`src/rtl/pfc_pkg.sv`:
```
package pfc_pkg;
  typedef enum logic [3:0] {
    IC_HALT  = 4'd0,
    IC_NOP   = 4'd1,
    IC_RRMOV = 4'd2,
    IC_IRMOV = 4'd3,
    IC_STORE = 4'd4,
    IC_LOAD  = 4'd5,
    IC_ALU   = 4'd6,
    IC_JUMP  = 4'd7,
    IC_CALL  = 4'd8,
    IC_RET   = 4'd9,
    IC_PUSH  = 4'd10,
    IC_POP   = 4'd11
  } icode_e;

  localparam logic [3:0] FN_ALWAYS = 4'd0;

  function automatic logic is_class(input logic [3:0] code, input icode_e cls);
    return code == 4'(cls);
  endfunction
endpackage

```
`src/rtl/pfc_hazard.sv`:
```
module pfc_hazard
  import pfc_pkg::*;
#(
  parameter int RW = 4
) (
  input  logic [3:0]    d_icode,
  input  logic [3:0]    e_icode,
  input  logic [3:0]    m_icode,
  input  logic [3:0]    w_icode,
  input  logic [3:0]    m_ifun,
  input  logic          m_cnd,
  input  logic [RW-1:0] d_srca,
  input  logic [RW-1:0] d_srcb,
  input  logic [RW-1:0] e_dstm,
  output logic          mispredict,
  output logic          ret_busy,
  output logic          ret_at_wb,
  output logic          load_use
);
  localparam logic [RW-1:0] REG_NONE = '1;

  logic e_is_load;
  logic dst_hit;

  always_comb begin
    mispredict = is_class(m_icode, IC_JUMP) && (m_ifun != FN_ALWAYS) && !m_cnd;
    ret_busy   = is_class(d_icode, IC_RET) || is_class(e_icode, IC_RET) ||
                 is_class(m_icode, IC_RET);
    ret_at_wb  = is_class(w_icode, IC_RET);
    e_is_load  = is_class(e_icode, IC_LOAD) || is_class(e_icode, IC_POP);
    dst_hit    = (e_dstm != REG_NONE) && ((e_dstm == d_srca) || (e_dstm == d_srcb));
    load_use   = e_is_load && dst_hit;
  end
endmodule

```
`src/rtl/pfc_stage_ctl.sv`:
```
module pfc_stage_ctl (
  input  logic mispredict,
  input  logic ret_busy,
  input  logic load_use,
  output logic stall_f,
  output logic stall_d,
  output logic bubble_d,
  output logic bubble_e
);
  typedef enum logic [1:0] {CASE_NONE, CASE_RET, CASE_LOADUSE, CASE_RECOVER} hz_case_e;

  hz_case_e hz;

  always_comb begin
    if (mispredict)    hz = CASE_RECOVER;
    else if (load_use) hz = CASE_LOADUSE;
    else if (ret_busy) hz = CASE_RET;
    else               hz = CASE_NONE;
  end

  always_comb begin
    stall_f  = 1'b0;
    stall_d  = 1'b0;
    bubble_d = 1'b0;
    bubble_e = 1'b0;
    unique case (hz)
      CASE_RECOVER: begin
        bubble_d = 1'b1;
        bubble_e = 1'b1;
      end
      CASE_LOADUSE: begin
        stall_f  = 1'b1;
        stall_d  = 1'b1;
        bubble_e = 1'b1;
      end
      CASE_RET: begin
        stall_f  = 1'b1;
        bubble_d = 1'b1;
      end
      default: ;
    endcase
  end
endmodule

```
`src/rtl/pfc_pc_sel.sv`:
```
module pfc_pc_sel
  import pfc_pkg::*;
#(
  parameter int           AW       = 64,
  parameter logic [AW-1:0] RESET_PC = '0
) (
  input  logic          clk,
  input  logic          rst_n,
  input  logic          mispredict,
  input  logic          ret_at_wb,
  input  logic          stall_f,
  input  logic [AW-1:0] m_valp,
  input  logic [AW-1:0] w_valm,
  input  logic [3:0]    f_icode,
  input  logic [AW-1:0] f_valc,
  input  logic [AW-1:0] f_valp,
  output logic [AW-1:0] fetch_pc,
  output logic [AW-1:0] pred_pc
);
  logic          take_const;
  logic [AW-1:0] next_pred;

  always_comb begin
    if (mispredict)     fetch_pc = m_valp;
    else if (ret_at_wb) fetch_pc = w_valm;
    else                fetch_pc = pred_pc;
  end

  always_comb begin
    take_const = is_class(f_icode, IC_JUMP) || is_class(f_icode, IC_CALL);
    next_pred  = take_const ? f_valc : f_valp;
  end

  always_ff @(posedge clk or negedge rst_n) begin
    if (!rst_n)        pred_pc <= RESET_PC;
    else if (!stall_f) pred_pc <= next_pred;
  end
endmodule

```
`src/rtl/pipe_flow_ctl.sv`:
```
module pipe_flow_ctl #(
  parameter int            AW       = 64,
  parameter int            RW       = 4,
  parameter logic [AW-1:0] RESET_PC = '0
) (
  input  logic          clk,
  input  logic          rst_n,
  input  logic [3:0]    f_icode,
  input  logic [AW-1:0] f_valc,
  input  logic [AW-1:0] f_valp,
  input  logic [3:0]    d_icode,
  input  logic [RW-1:0] d_srca,
  input  logic [RW-1:0] d_srcb,
  input  logic [3:0]    e_icode,
  input  logic [RW-1:0] e_dstm,
  input  logic [3:0]    m_icode,
  input  logic [3:0]    m_ifun,
  input  logic          m_cnd,
  input  logic [AW-1:0] m_valp,
  input  logic [3:0]    w_icode,
  input  logic [AW-1:0] w_valm,
  output logic [AW-1:0] fetch_pc,
  output logic [AW-1:0] pred_pc,
  output logic          stall_f,
  output logic          stall_d,
  output logic          bubble_d,
  output logic          bubble_e
);
  logic mispredict;
  logic ret_busy;
  logic ret_at_wb;
  logic load_use;

  pfc_hazard #(.RW(RW)) u_hazard (
    .d_icode    (d_icode),
    .e_icode    (e_icode),
    .m_icode    (m_icode),
    .w_icode    (w_icode),
    .m_ifun     (m_ifun),
    .m_cnd      (m_cnd),
    .d_srca     (d_srca),
    .d_srcb     (d_srcb),
    .e_dstm     (e_dstm),
    .mispredict (mispredict),
    .ret_busy   (ret_busy),
    .ret_at_wb  (ret_at_wb),
    .load_use   (load_use)
  );

  pfc_stage_ctl u_stage (
    .mispredict (mispredict),
    .ret_busy   (ret_busy),
    .load_use   (load_use),
    .stall_f    (stall_f),
    .stall_d    (stall_d),
    .bubble_d   (bubble_d),
    .bubble_e   (bubble_e)
  );

  pfc_pc_sel #(.AW(AW), .RESET_PC(RESET_PC)) u_pc (
    .clk        (clk),
    .rst_n      (rst_n),
    .mispredict (mispredict),
    .ret_at_wb  (ret_at_wb),
    .stall_f    (stall_f),
    .m_valp     (m_valp),
    .w_valm     (w_valm),
    .f_icode    (f_icode),
    .f_valc     (f_valc),
    .f_valp     (f_valp),
    .fetch_pc   (fetch_pc),
    .pred_pc    (pred_pc)
  );
endmodule

```
`config.mk`:
```
export PLATFORM = sky130hd
export DESIGN_NAME = pipe_flow_ctl
export DESIGN_NICKNAME = d
export VERILOG_FILES = /design/src/rtl/pfc_pkg.sv /design/src/rtl/pfc_hazard.sv /design/src/rtl/pfc_stage_ctl.sv /design/src/rtl/pfc_pc_sel.sv /design/src/rtl/pipe_flow_ctl.sv
export SDC_FILE = /design/constraint.sdc
export NUM_CORES = 1
export LEC_CHECK = 0
export ABC_CLOCK_PERIOD_IN_PS = 2630
export BUFFER_PORTS_ARGS = -buffer_cell sky130_fd_sc_hd__buf_4
export CORE_AREA = 2 2 164 166
export CTS_CLUSTER_DIAMETER = 60
export CTS_CLUSTER_SIZE = 20
export DETAILED_ROUTE_END_ITERATION = 8
export DIE_AREA = 0 0 166 168
export PLACE_DENSITY = 0.54
export SETUP_SLACK_MARGIN = 0.3
export SLEW_MARGIN = 5
export SYNTH_ARGS = -nofsm -noshare
export SYNTH_HDL_FRONTEND = slang
export SYNTH_SLANG_ARGS = --single-unit
```
`constraint.sdc`:
```
create_clock -name clk -period 2.63 [get_ports clk]
set_input_delay 0 -clock clk [delete_from_list [all_inputs] [get_ports clk]]
set_output_delay 0 -clock clk [all_outputs]
set_load 0.02 [all_outputs]
```
==> key figures, run 1 <==
Worst setup path
  • RR Startpoint: u_pc.pred_pc[63]
  • Setup crit start kind: primary input
  • Crit path max fanout: 77
  • Critical path required time: 2.63 ns
  • Worst Setup End Kind: primary output
  • Critical path type: in -> out
  • R2r setup slk: 1.89 ns
  • WP data arrival: 1.77 ns
  • Crit Reg-Reg Endpoint: u_pc.pred_pc[63]
  • R2R cell count: 2

Clock network
  • Maximum clock insertion buffer count: 2
  • # H-tree levels: 3
  • Root Driver: clkbuf_16
  • CTS sink cnt: 64
  • Post_cts resized: 0
  • Worst skew pair latency: 0.33 ns
  • Clock slew at reported path FFs: 0.05 ns
  • CTS tree: yes
  • CTS Buf Count: 9

Floorplan
  • Chip Width: 166 um
  • Rows: 60
  • Die Ht: 168 um
  • Core box area: 26400 sq um
  • Die area: 27900 sq um
  • Starting density of the core: 0.173
  • I/O Pins: 427

Routing
  • Via density: 4.23
  • 1st-iter DRT viols: 188
  • DRT met1 WL: 8310 um
  • Number of vias in the routed layout: 5936
  • Final wirelength: 20900 um
  • Met2 Wirelength: 10700 um
  • First-pass detailed-route iteration total: 6
  • Drt wl/cell: 14.9 um
  • Routed met3 length: 1430 um
  • DR DRC count: 0
  • Highest routing layer actually used: met4
  • Routed Antenna Nets: 0

Worst hold path
  • Hold Path Sink: u_pc.pred_pc[60]
  • Hold path cells: 3
  • HP Start: f_valp[60]
  • Hold WC Path Type: in -> reg

Power and ir drop
  • Peak VDD IR: 0.000213 V
  • Internal: 2.95 mW
  • Clk network pwr share: 0.260
  • PD cells: 473 nW/um^2
  • Part of the power in registers: 0.286
  • Pleak: 4.80 nW
  • Net Switching: 1.59 mW
  • Combinational power share: 0.454
  • Power Total: 4.54 mW
  • Switching portion of total power: 0.351

Logic synthesis
  • Synth Instances: 524
  • Post-Syn Area: 4560 sq um
  • Avg Inst Size Synth: 8.70 sq um
  • Synthesized flop and latch total: 64
  • Synth Net Count: 820
  • Register area share after synthesis: 0.351
  • Yosys cell types: 27
  • Synth warnings: 0

Finish
  • Max reg flops: 64
  • # nets final: 1352
  • Area Overhead vs Synth: 111%
  • Regs by FF count: u_pc.pred_pc x64
  • Diodes inserted: 0
  • Layout Cells excl Fill: 1402
  • Fill cells: 2714
  • Reg with most FFs: u_pc.pred_pc
  • Share of layout cells above drive strength 1: 0.432

Global route
  • Initial antenna violation count: 0
  • GR Overflow Total: 0
  • First-pass GRT wire length: 32100 um
  • Vias in the first global route: 6141
  • Largest net degree at the start of global routing: 78
  • Gr usage total: 0.145

Timing
  • Final Hold Fails: 0
  • Layout Skew: 0 ns
  • Peak Freq: 564 MHz
  • Slew @ Worst Pin: 0.852 ns
  • Setup TNS: 0 ns
  • Fin crit period: 1.77 ns
  • Final WS setup: 0.856 ns
  • Unrepaired setup endpoints after global routing: false
  • Period utilisation layout: 0.675
  • Worst slew margin: 0.432
  • Setup-failing EPs final: 0
  • Max Slew Vio Count: 0

Status
  • Status: finished, final reports clean

Placed design
  • Placer Congestion: 0.800
  • Place WS: 0.627 ns
  • Port buffer count: 426
  • Cells after DPL: 1261
  • DP Wirelength: 16000 um

Job
  • Max Cap Viol: 0
-- kinds of logic (layout without fill, tap and decap cells) --
group / Yosys count / after routing / share of synthesized area
DFF: 64 / 64 / 0.351
xor gates and xnor gates: 8 / 8 / 0.0154
adders and majority gates: 1 / 1 / 0.00275
muxes: 128 / 128 / 0.281
buffers and inverters: 45 / 582 / 0.0675
and+or+nand+nor: 145 / 145 / 0.134
AOI/OAI and AO/OA: 133 / 133 / 0.147
-- cells in the mapped netlist (all sizes together) --
library cell	n	share of area
a21oi	129	0.14
a31oi	1	0.0014
and3b	1	0.0019
and4bb	1	0.0027
buf	25	0.051
clkbuf	18	0.015
dfrtp	64	0.35
ha	1	0.0027
inv	2	0.0016
mux2i	128	0.28
nand4	3	0.0041
nand4b	1	0.0019
nor2	128	0.11
nor2b	1	0.0014
nor3	1	0.0011
nor3b	1	0.0016
nor4	1	0.0014
nor4b	1	0.0019
nor4bb	3	0.0066
o211ai	1	0.0016
o21a	1	0.0016
o21ai	1	0.0011
or2	2	0.0027
or3	1	0.0014
xnor2	8	0.015
-- worst max-delay path by stage --
stage          startpoint          endpoint
2_1_floorplan   m_ifun[1]  u_pc.pred_pc[20]
6_report        m_ifun[1]           stall_f
5_1_grt         m_ifun[1]           stall_f
3_5_place_dp    m_ifun[1]  u_pc.pred_pc[47]
4_1_cts         m_ifun[1]           stall_f
3_3_place_gp    m_ifun[1]  u_pc.pred_pc[46]
-- power groups by stage --
stage          sequential [mW]  combinational, mW  clock [mW]
4_1_cts                   1.30               2.07        1.24
3_5_place_dp              1.31               1.89           0
5_1_grt                   1.32               2.20        1.28
2_1_floorplan             1.45              0.709           0
6_report                  1.30               2.06        1.18
3_3_place_gp              1.31               1.87           0
-- cell usage in the layout, fill, tap and decap left out, drive strengths merged --
cell,n
a21oi,129
a31oi,1
and3b,1
and4bb,1
buf,439
bufinv,1
clkbuf,12
clkinv,3
dfrtp,64
dlygate4sd3,125
ha,1
inv,2
mux2i,128
nand4,3
nand4b,1
nor2,128
nor2b,1
nor3,1
nor3b,1
nor4,1
nor4b,1
nor4bb,3
o211ai,1
o21a,1
o21ai,1
or2,2
or3,1
xnor2,8
-- final cells by class --
class,instances,area (sq um),area share
Inverter,2,7.51,0.000782
Clock inverter,4,45.0,0.00469
Tap cell,341,427,0.0445
Timing Repair Buffer,564,4600,0.479
Sequential cell,64,1600,0.167
Multi-Input combinational cell,415,2680,0.280
Clock buffer,12,236,0.0246
-- per-stage QoR --
step | hold WS, ns | util | instance area (sq um)
2_1_floorplan | -0.296 | - | 4560
3_3_place_gp | 0.172 | 0.306 | 8070
3_5_place_dp | 0.190 | 0.306 | 8070
4_1_cts | 0.00404 | 0.364 | 9600
5_1_grt | 0.0150 | 0.364 | 9600
6_report | 0.00614 | 0.364 | 9600
-- critical path, cell delays in order --
cell,delay [ns]
buf_4,0.12
nor4_1,0.27
or3_4,0.19
inv_1,0.04
or2_2,0.31
ha_4,0.29
buf_12,0.25
inv_1,0.08
buf_4,0.16
-- what timing repair did --
item,CTS,global route
buffers inserted,0,0
hold buffers,125,0
hold endpoints to repair,127,0
-- routing by layer --
layer	GRT usage	up-vias
met2	0.262	264
met4	0.0533	0
met3	0.0367	26
met1	0.164	2734
li1	-	2912
met5	0	-
(Power assumes the default switching activity.)
==> inputs of run 2 (changes only) <==
--- a/config.mk
+++ b/config.mk
@@ -5,14 +5,14 @@
 export SDC_FILE = /design/constraint.sdc
 export NUM_CORES = 1
 export LEC_CHECK = 0
-export ABC_CLOCK_PERIOD_IN_PS = 2630
+export ABC_CLOCK_PERIOD_IN_PS = 1600
 export BUFFER_PORTS_ARGS = -buffer_cell sky130_fd_sc_hd__buf_4
 export CORE_AREA = 2 2 164 166
 export CTS_CLUSTER_DIAMETER = 60
 export CTS_CLUSTER_SIZE = 20
 export DETAILED_ROUTE_END_ITERATION = 8
 export DIE_AREA = 0 0 166 168
-export PLACE_DENSITY = 0.54
+export PLACE_DENSITY = 0.56
 export SETUP_SLACK_MARGIN = 0.3
 export SLEW_MARGIN = 5
 export SYNTH_ARGS = -nofsm -noshare
==> constraint.sdc (replaced) <==
create_clock -name clk -period 1.6 [get_ports clk]
set_input_delay 0 -clock clk [delete_from_list [all_inputs] [get_ports clk]]
set_output_delay 0 -clock clk [all_outputs]
set_load 0.02 [all_outputs]
==> key figures, run 2 (same netlist as run 1, synthesis figures left out) <==
Status
  • Status: finished, final reports clean (unchanged)

Clock network
  • Root Driver: clkbuf_16 (unchanged)
  • # H-tree levels: 3 (unchanged)
  • Worst skew pair latency: 0.33 ns (about the same)
  • Clock slew at reported path FFs: 0.05 ns (about the same)
  • Maximum clock insertion buffer count: 2 (unchanged)
  • CTS sink cnt: 64 (unchanged)
  • CTS Buf Count: 9 (unchanged)
  • CTS tree: yes (unchanged)

Floorplan
  • Rows: 60 (unchanged)
  • I/O Pins: 427 (unchanged)
  • Die Ht: 168 um (unchanged)
  • Starting density of the core: 0.173 (unchanged)
  • Die area: 27900 sq um (unchanged)
  • Chip Width: 166 um (unchanged)
  • Core box area: 26400 sq um (unchanged)

Routing
  • DR DRC count: 0 (unchanged)
  • Via density: 4.37 (was 4.23)
  • First-pass detailed-route iteration total: 4 (was 6)
  • 1st-iter DRT viols: 218 (was 188)
  • Routed Antenna Nets: 0 (unchanged)
  • Final wirelength: 25100 um (was 20900 um)
  • Number of vias in the routed layout: 6257 (was 5936)
  • Drt wl/cell: 17.5 um (was 14.9 um)

Timing
  • Peak Freq: 669 MHz
  • Slew @ Worst Pin: 0.557 ns (was 0.852 ns)
  • Final WS setup: 0.106 ns (was 0.856 ns)
  • Setup TNS: 0 ns (unchanged)
  • Layout Skew: 0 ns (unchanged)
  • Hold Slack: 0.00969 ns (was 0.00614 ns)
  • Fin crit period: 1.49 ns
  • Period utilisation layout: 0.934
  • Setup-failing EPs final: 0 (unchanged)
  • Worst slew margin: 0.623 (was 0.432)
  • Unrepaired setup endpoints after global routing: true (was false)
  • Final Hold Fails: 0 (unchanged)
  • Max Slew Vio Count: 0 (unchanged)

Placed design
  • Placer Congestion: 0.834 (was 0.800)
  • Place WS: -0.407 ns (was 0.627 ns)
  • Port buffer count: 426 (unchanged)
  • DP Wirelength: 16300 um (was 16000 um)
  • Placed Area: 8210 sq um (was 8070 sq um)

Power and ir drop
  • Peak VDD IR: 0.000326 V (was 0.000213 V)
  • PD cells: 735 nW/um^2 (was 473 nW/um^2)
  • Pleak: 5.22 nW (was 4.80 nW)

Worst setup path
  • RR Startpoint: u_pc.pred_pc[16] (was u_pc.pred_pc[63])
  • Setup crit start kind: primary input (unchanged)
  • R2r setup slk: 0.86 ns (was 1.89 ns)
  • Critical path required time: 1.81 ns (was 2.63 ns)
  • Worst Setup End Kind: register (was primary output)
  • Crit-path max cell delay: 0.45 ns (was 0.31 ns)
  • Critical path type: in -> reg (was in -> out)
  • Slowest cell on crit path: or3_4 (was or2_2)
  • R2R cell count: 2 (unchanged)
  • Critical Path, Cell by Cell: buf_6, nand4b_1, or3_4, o21a_1, ha_4, buf_12, buf_12, clkbuf_16, a21oi_1 (was buf_4, nor4_1, or3_4, inv_1, or2_2, ha_4, buf_12, inv_1, buf_4)
  • CP most frequent cell: buf_12
  • Crit Reg-Reg Endpoint: u_pc.pred_pc[16] (was u_pc.pred_pc[63])
  • WP data arrival: 1.71 ns (was 1.77 ns)
  • Crit path max fanout: 7 (was 77)

Finish
  • Commonest cells after routing, fill and taps aside: buf_4 (440), mux2i_1 (127), dlygate4sd3_1 (120) (was buf_4 (435), a21oi_1 (129), mux2i_1 (128), nor2_1 (128), dlygate4sd3_1 (125))
  • Diodes inserted: 0 (unchanged)
  • Regs by FF count: u_pc.pred_pc x64 (unchanged)
  • Max reg flops: 64 (unchanged)
  • # nets final: 1387 (was 1352)
  • Multi-input gate area: 3230 sq um (was 2680 sq um)
  • Fin area: 10800 sq um (was 9600 sq um)
  • Reg with most FFs: u_pc.pred_pc (unchanged)
  • Area Overhead vs Synth: 138% (was 111%)
  • Flip-flop and latch area: 1600 sq um (unchanged)
  • Util after Layout: 0.411 (was 0.364)
  • Fill cells: 2605 (was 2714)
  • Share of layout cells above drive strength 1: 0.550 (was 0.432)
  • Commonest non-fill, non-tap cell in the layout: buf_4 (unchanged)

Worst hold path
  • Hold WC Path Type: in -> reg (unchanged)
  • Hold Path Sink: u_pc.pred_pc[46] (was u_pc.pred_pc[60])
  • HP Start: f_valp[46] (was f_valp[60])
  • Hold path cells: 3 (unchanged)

Global route
  • Gr usage total: 0.162 (was 0.145)
  • Largest net degree at the start of global routing: 35 (was 78)
  • GR Overflow Total: 0 (unchanged)
  • Vias in the first global route: 6580 (was 6141)
  • First-pass GRT wire length: 35900 um (was 32100 um)
  • Initial antenna violation count: 0 (unchanged)

Job
  • Max Cap Viol: 0 (unchanged)
[run 2: cell types whose count changed in the layout (fill, tap and decap cells not counted), sizes merged]
cell / change
bufbuf: +1
dlygate4sd3: -5
buf: +31
clkinv: -1
clkbuf: +6
bufinv: -1
[run 2: layout make-up]
cell class	count	area share
multi-input combinational	415	0.298
sequential	64	0.148
clock inverter	2	0.000923
inverter	2	0.000923
timing repair buffer	599	0.491
clock buffer	10	0.0220
tap	341	0.0394
[run 2: worst max-delay path by stage]
stage | from | to | slack (ns) | depth (start not counted)
floorplan | m_icode[3] | u_pc.pred_pc[24] | -0.09 | 10
global placement | m_icode[1] | u_pc.pred_pc[24] | -0.40 | 9
detailed placement | m_icode[1] | u_pc.pred_pc[24] | -0.41 | 9
CTS | m_icode[3] | stall_f | 0.12 | 8
global route | e_icode[1] | u_pc.pred_pc[33] | 0.05 | 10
finish | m_icode[3] | u_pc.pred_pc[7] | 0.11 | 9
[run 2: per-layer routing]
metal	up-vias	share of wire	GRT usage
met2	232	0.50	0.295
met1	3013	0.41	0.188
li1	2973	-	-
met3	39	0.055	0.0371
met4	0	0.032	0.0556
met5	-	0	0
[run 2: what timing repair did]
action,CTS,global route
hold buffers,120,0
setup endpoints to repair,131,131
endpoints found under the hold margin,94,0
resized for setup,31,134
gates cloned,7,9
buffers inserted,10,2
pin swaps,7,13
[run 2: worst max-delay path, delay by kind of cell]
family                     cells  cell delay, ns
adders and majority gates      1            0.33
buffers and inverters          4            0.53
AOI/OAI and AO/OA              2            0.23
and+or+nand+nor                2            0.61
[run 2: metrics by stage]
stage / total power [mW] / cells
finish: 7.97 / 1433
global route: 8.40 / 1433
CTS: 7.61 / 1422
detailed placement: 5.30 / 1273
global placement: 5.27 / 1273
floorplan: 3.61 / 524
[run 2: report_power, final]
part           internal [mW]  total, mW  switching (mW)
Clock                   1.05       1.75           0.704
Sequential              1.87       2.20           0.330
Combinational           2.11       4.01            1.90
Total                   5.03       7.97            2.94
==> inputs of run 3 (changes only) <==
--- a/config.mk
+++ b/config.mk
@@ -12,6 +12,7 @@
 export CTS_CLUSTER_SIZE = 20
 export DETAILED_ROUTE_END_ITERATION = 8
 export DIE_AREA = 0 0 166 168
+export HOLD_SLACK_MARGIN = 0.06
 export PLACE_DENSITY = 0.56
 export SETUP_SLACK_MARGIN = 0.3
 export SLEW_MARGIN = 5
==> key figures, run 3 (same netlist as run 1, synthesis figures left out) <==
Status
  • Status: finished, final reports clean (unchanged)

Timing
  • Period utilisation layout: 0.930 (was 0.934)
  • Slew @ Worst Pin: 0.564 ns (was 0.557 ns)
  • Unrepaired setup endpoints after global routing: true (unchanged)
  • Peak Freq: 672 MHz (was 669 MHz)
  • Final WS setup: 0.112 ns (was 0.106 ns)
  • Setup TNS: 0 ns (unchanged)
  • Setup-failing EPs final: 0 (unchanged)
  • Fin crit period: 1.49 ns (about the same)
  • Final Hold Fails: 0 (unchanged)
  • Worst slew margin: 0.619 (was 0.623)
  • Layout Skew: 0 ns (unchanged)
  • Max Slew Vio Count: 0 (unchanged)

Worst setup path
  • Crit path max fanout: 7 (unchanged)
  • Slowest cell on crit path: or3_4 (unchanged)
  • Setup crit start kind: primary input (unchanged)
  • CP most frequent cell: buf_12 (unchanged)
  • Critical Path, Cell by Cell: buf_6, nand4b_1, or3_4, o21a_1, ha_4, buf_12, buf_12, clkbuf_16, a21oi_1 (unchanged)
  • Crit-path max cell delay: 0.45 ns (about the same)
  • Critical path required time: 1.82 ns (was 1.81 ns)
  • WP data arrival: 1.71 ns (about the same)
  • Worst Setup End Kind: register (unchanged)
  • Critical path type: in -> reg (unchanged)
  • R2R cell count: 2 (unchanged)

Finish
  • Flip-flop and latch area: 1600 sq um (unchanged)
  • Fill cells: 2586 (was 2605)
  • Commonest cells after routing, fill and taps aside: buf_4 (440), dlygate4sd3_1 (129), mux2i_1 (127) (was buf_4 (440), mux2i_1 (127), dlygate4sd3_1 (120))
  • # nets final: 1396 (was 1387)
  • Max reg flops: 64 (unchanged)
  • Commonest non-fill, non-tap cell in the layout: buf_4 (unchanged)
  • Share of layout cells above drive strength 1: 0.543 (was 0.550)
  • Diodes inserted: 0 (unchanged)
  • Regs by FF count: u_pc.pred_pc x64 (unchanged)
  • Reg with most FFs: u_pc.pred_pc (unchanged)
  • Multi-input gate area: 3220 sq um (was 3230 sq um)
  • Area Overhead vs Synth: 140% (was 138%)

Floorplan
  • Die Ht: 168 um (unchanged)
  • I/O Pins: 427 (unchanged)
  • Die area: 27900 sq um (unchanged)
  • Rows: 60 (unchanged)
  • Chip Width: 166 um (unchanged)
  • Core box area: 26400 sq um (unchanged)
  • Starting density of the core: 0.173 (unchanged)

Power and ir drop
  • Net Switching: 2.95 mW (was 2.94 mW)
  • Part of the power in registers: 0.276 (about the same)
  • Combinational power share: 0.503 (was 0.504)
  • PD cells: 732 nW/um^2 (was 735 nW/um^2)
  • Internal: 5.04 mW (was 5.03 mW)
  • Pleak: 5.26 nW (was 5.22 nW)
  • Clk network pwr share: 0.221 (was 0.220)
  • Switching portion of total power: 0.369 (about the same)
  • Peak VDD IR: 0.000326 V (about the same)

Placed design
  • Placer Congestion: 0.834 (unchanged)
  • Place WS: -0.407 ns (unchanged)
  • DP Wirelength: 16300 um (unchanged)
  • Port buffer count: 426 (unchanged)

Clock network
  • Maximum clock insertion buffer count: 2 (unchanged)
  • CTS tree: yes (unchanged)
  • # H-tree levels: 3 (unchanged)
  • Clock slew at reported path FFs: 0.06 ns (was 0.05 ns)
  • CTS sink cnt: 64 (unchanged)
  • Worst skew pair latency: 0.33 ns (about the same)
  • Root Driver: clkbuf_16 (unchanged)
  • CTS Buf Count: 9 (unchanged)

Global route
  • GR Overflow Total: 0 (unchanged)
  • First-pass GRT wire length: 36100 um (was 35900 um)
  • Vias in the first global route: 6638 (was 6580)
  • Gr usage total: 0.163 (was 0.162)
  • Initial antenna violation count: 0 (unchanged)
  • Largest net degree at the start of global routing: 35 (unchanged)

Routing
  • Final wirelength: 25200 um (was 25100 um)
  • DR DRC count: 0 (unchanged)
  • Number of vias in the routed layout: 6290 (was 6257)
  • Drt wl/cell: 17.5 um (about the same)
  • Routed Antenna Nets: 0 (unchanged)
  • Via density: 4.36 (was 4.37)
  • 1st-iter DRT viols: 186 (was 218)
  • First-pass detailed-route iteration total: 6 (was 4)

Worst hold path
  • Hold WC Path Type: in -> async (was in -> reg)

Job
  • Max Cap Viol: 0 (unchanged)
run 3: per-stage QoR:
stage	util	instance area, sq um	hold WS (ns)	power, mW	cells
2_1_floorplan	-	4680	-0.296	3.61	524
3_3_place_gp	0.311	8210	-0.00751	5.27	1273
3_5_place_dp	0.311	8210	-0.00626	5.30	1273
4_1_cts	0.386	10200	0.185	7.63	1431
5_1_grt	0.414	10900	0.221	8.42	1442
6_report	0.414	10900	0.185	7.99	1442
run 3: final timing paths:
kind	from	endpoint	slack, ns
worst max-delay path	m_icode[3]	u_pc.pred_pc[7]	0.11
worst min-delay path	rst_n	u_pc.pred_pc[47]	0.18
worst max register to register	u_pc.pred_pc[16]	u_pc.pred_pc[16]	0.86
worst min register to register	u_pc.pred_pc[15]	u_pc.pred_pc[15]	0.55
max in group asynchronous	rst_n	u_pc.pred_pc[13]	0.86
min in group clk	m_valp[62]	fetch_pc[62]	0.35
run 3: final cells by class:
type	count	area share
multi-input cells	415	0.295
clock inverters	2	0.000917
inverters	2	0.000917
clock buffers	10	0.0219
well taps	341	0.0391
flip-flops and latches	64	0.147
repair buffers	608	0.496
run 3: worst max-delay path, delay by kind of cell:
kind,cells,cell delay [ns]
AND/OR/NAND/NOR,2,0.61
buffers and inverters,4,0.53
adder cells (fa/ha/maj),1,0.33
AO/OA/AOI/OAI,2,0.22
run 3: power groups by stage:
stage	clock, mW	sequential [mW]	combinational [mW]
final	1.77	2.20	4.02
after global routing	1.91	2.24	4.26
after CTS	1.82	2.14	3.67
after detailed placement	0	2.16	3.14
after global placement	0	2.16	3.11
after floorplan	0	2.39	1.23
run 3: what timing repair did:
action / 4_1_cts / 5_1_grt
cloned: 7 / 9
setup buffers: 10 / 2
pin swaps: 7 / 13
hold buffers: 129 / 0
resized for setup: 31 / 131
hold endpoints to repair: 128 / 0
setup endpoints to repair: 131 / 131
run 3: metal layers:
metal	track usage	routed length, um	vias up
met5	0	0	-
met1	0.189	10300	3023
met3	0.0364	1420	38
met4	0.0556	684	0
met2	0.297	12800	237
li1	-	-	2992
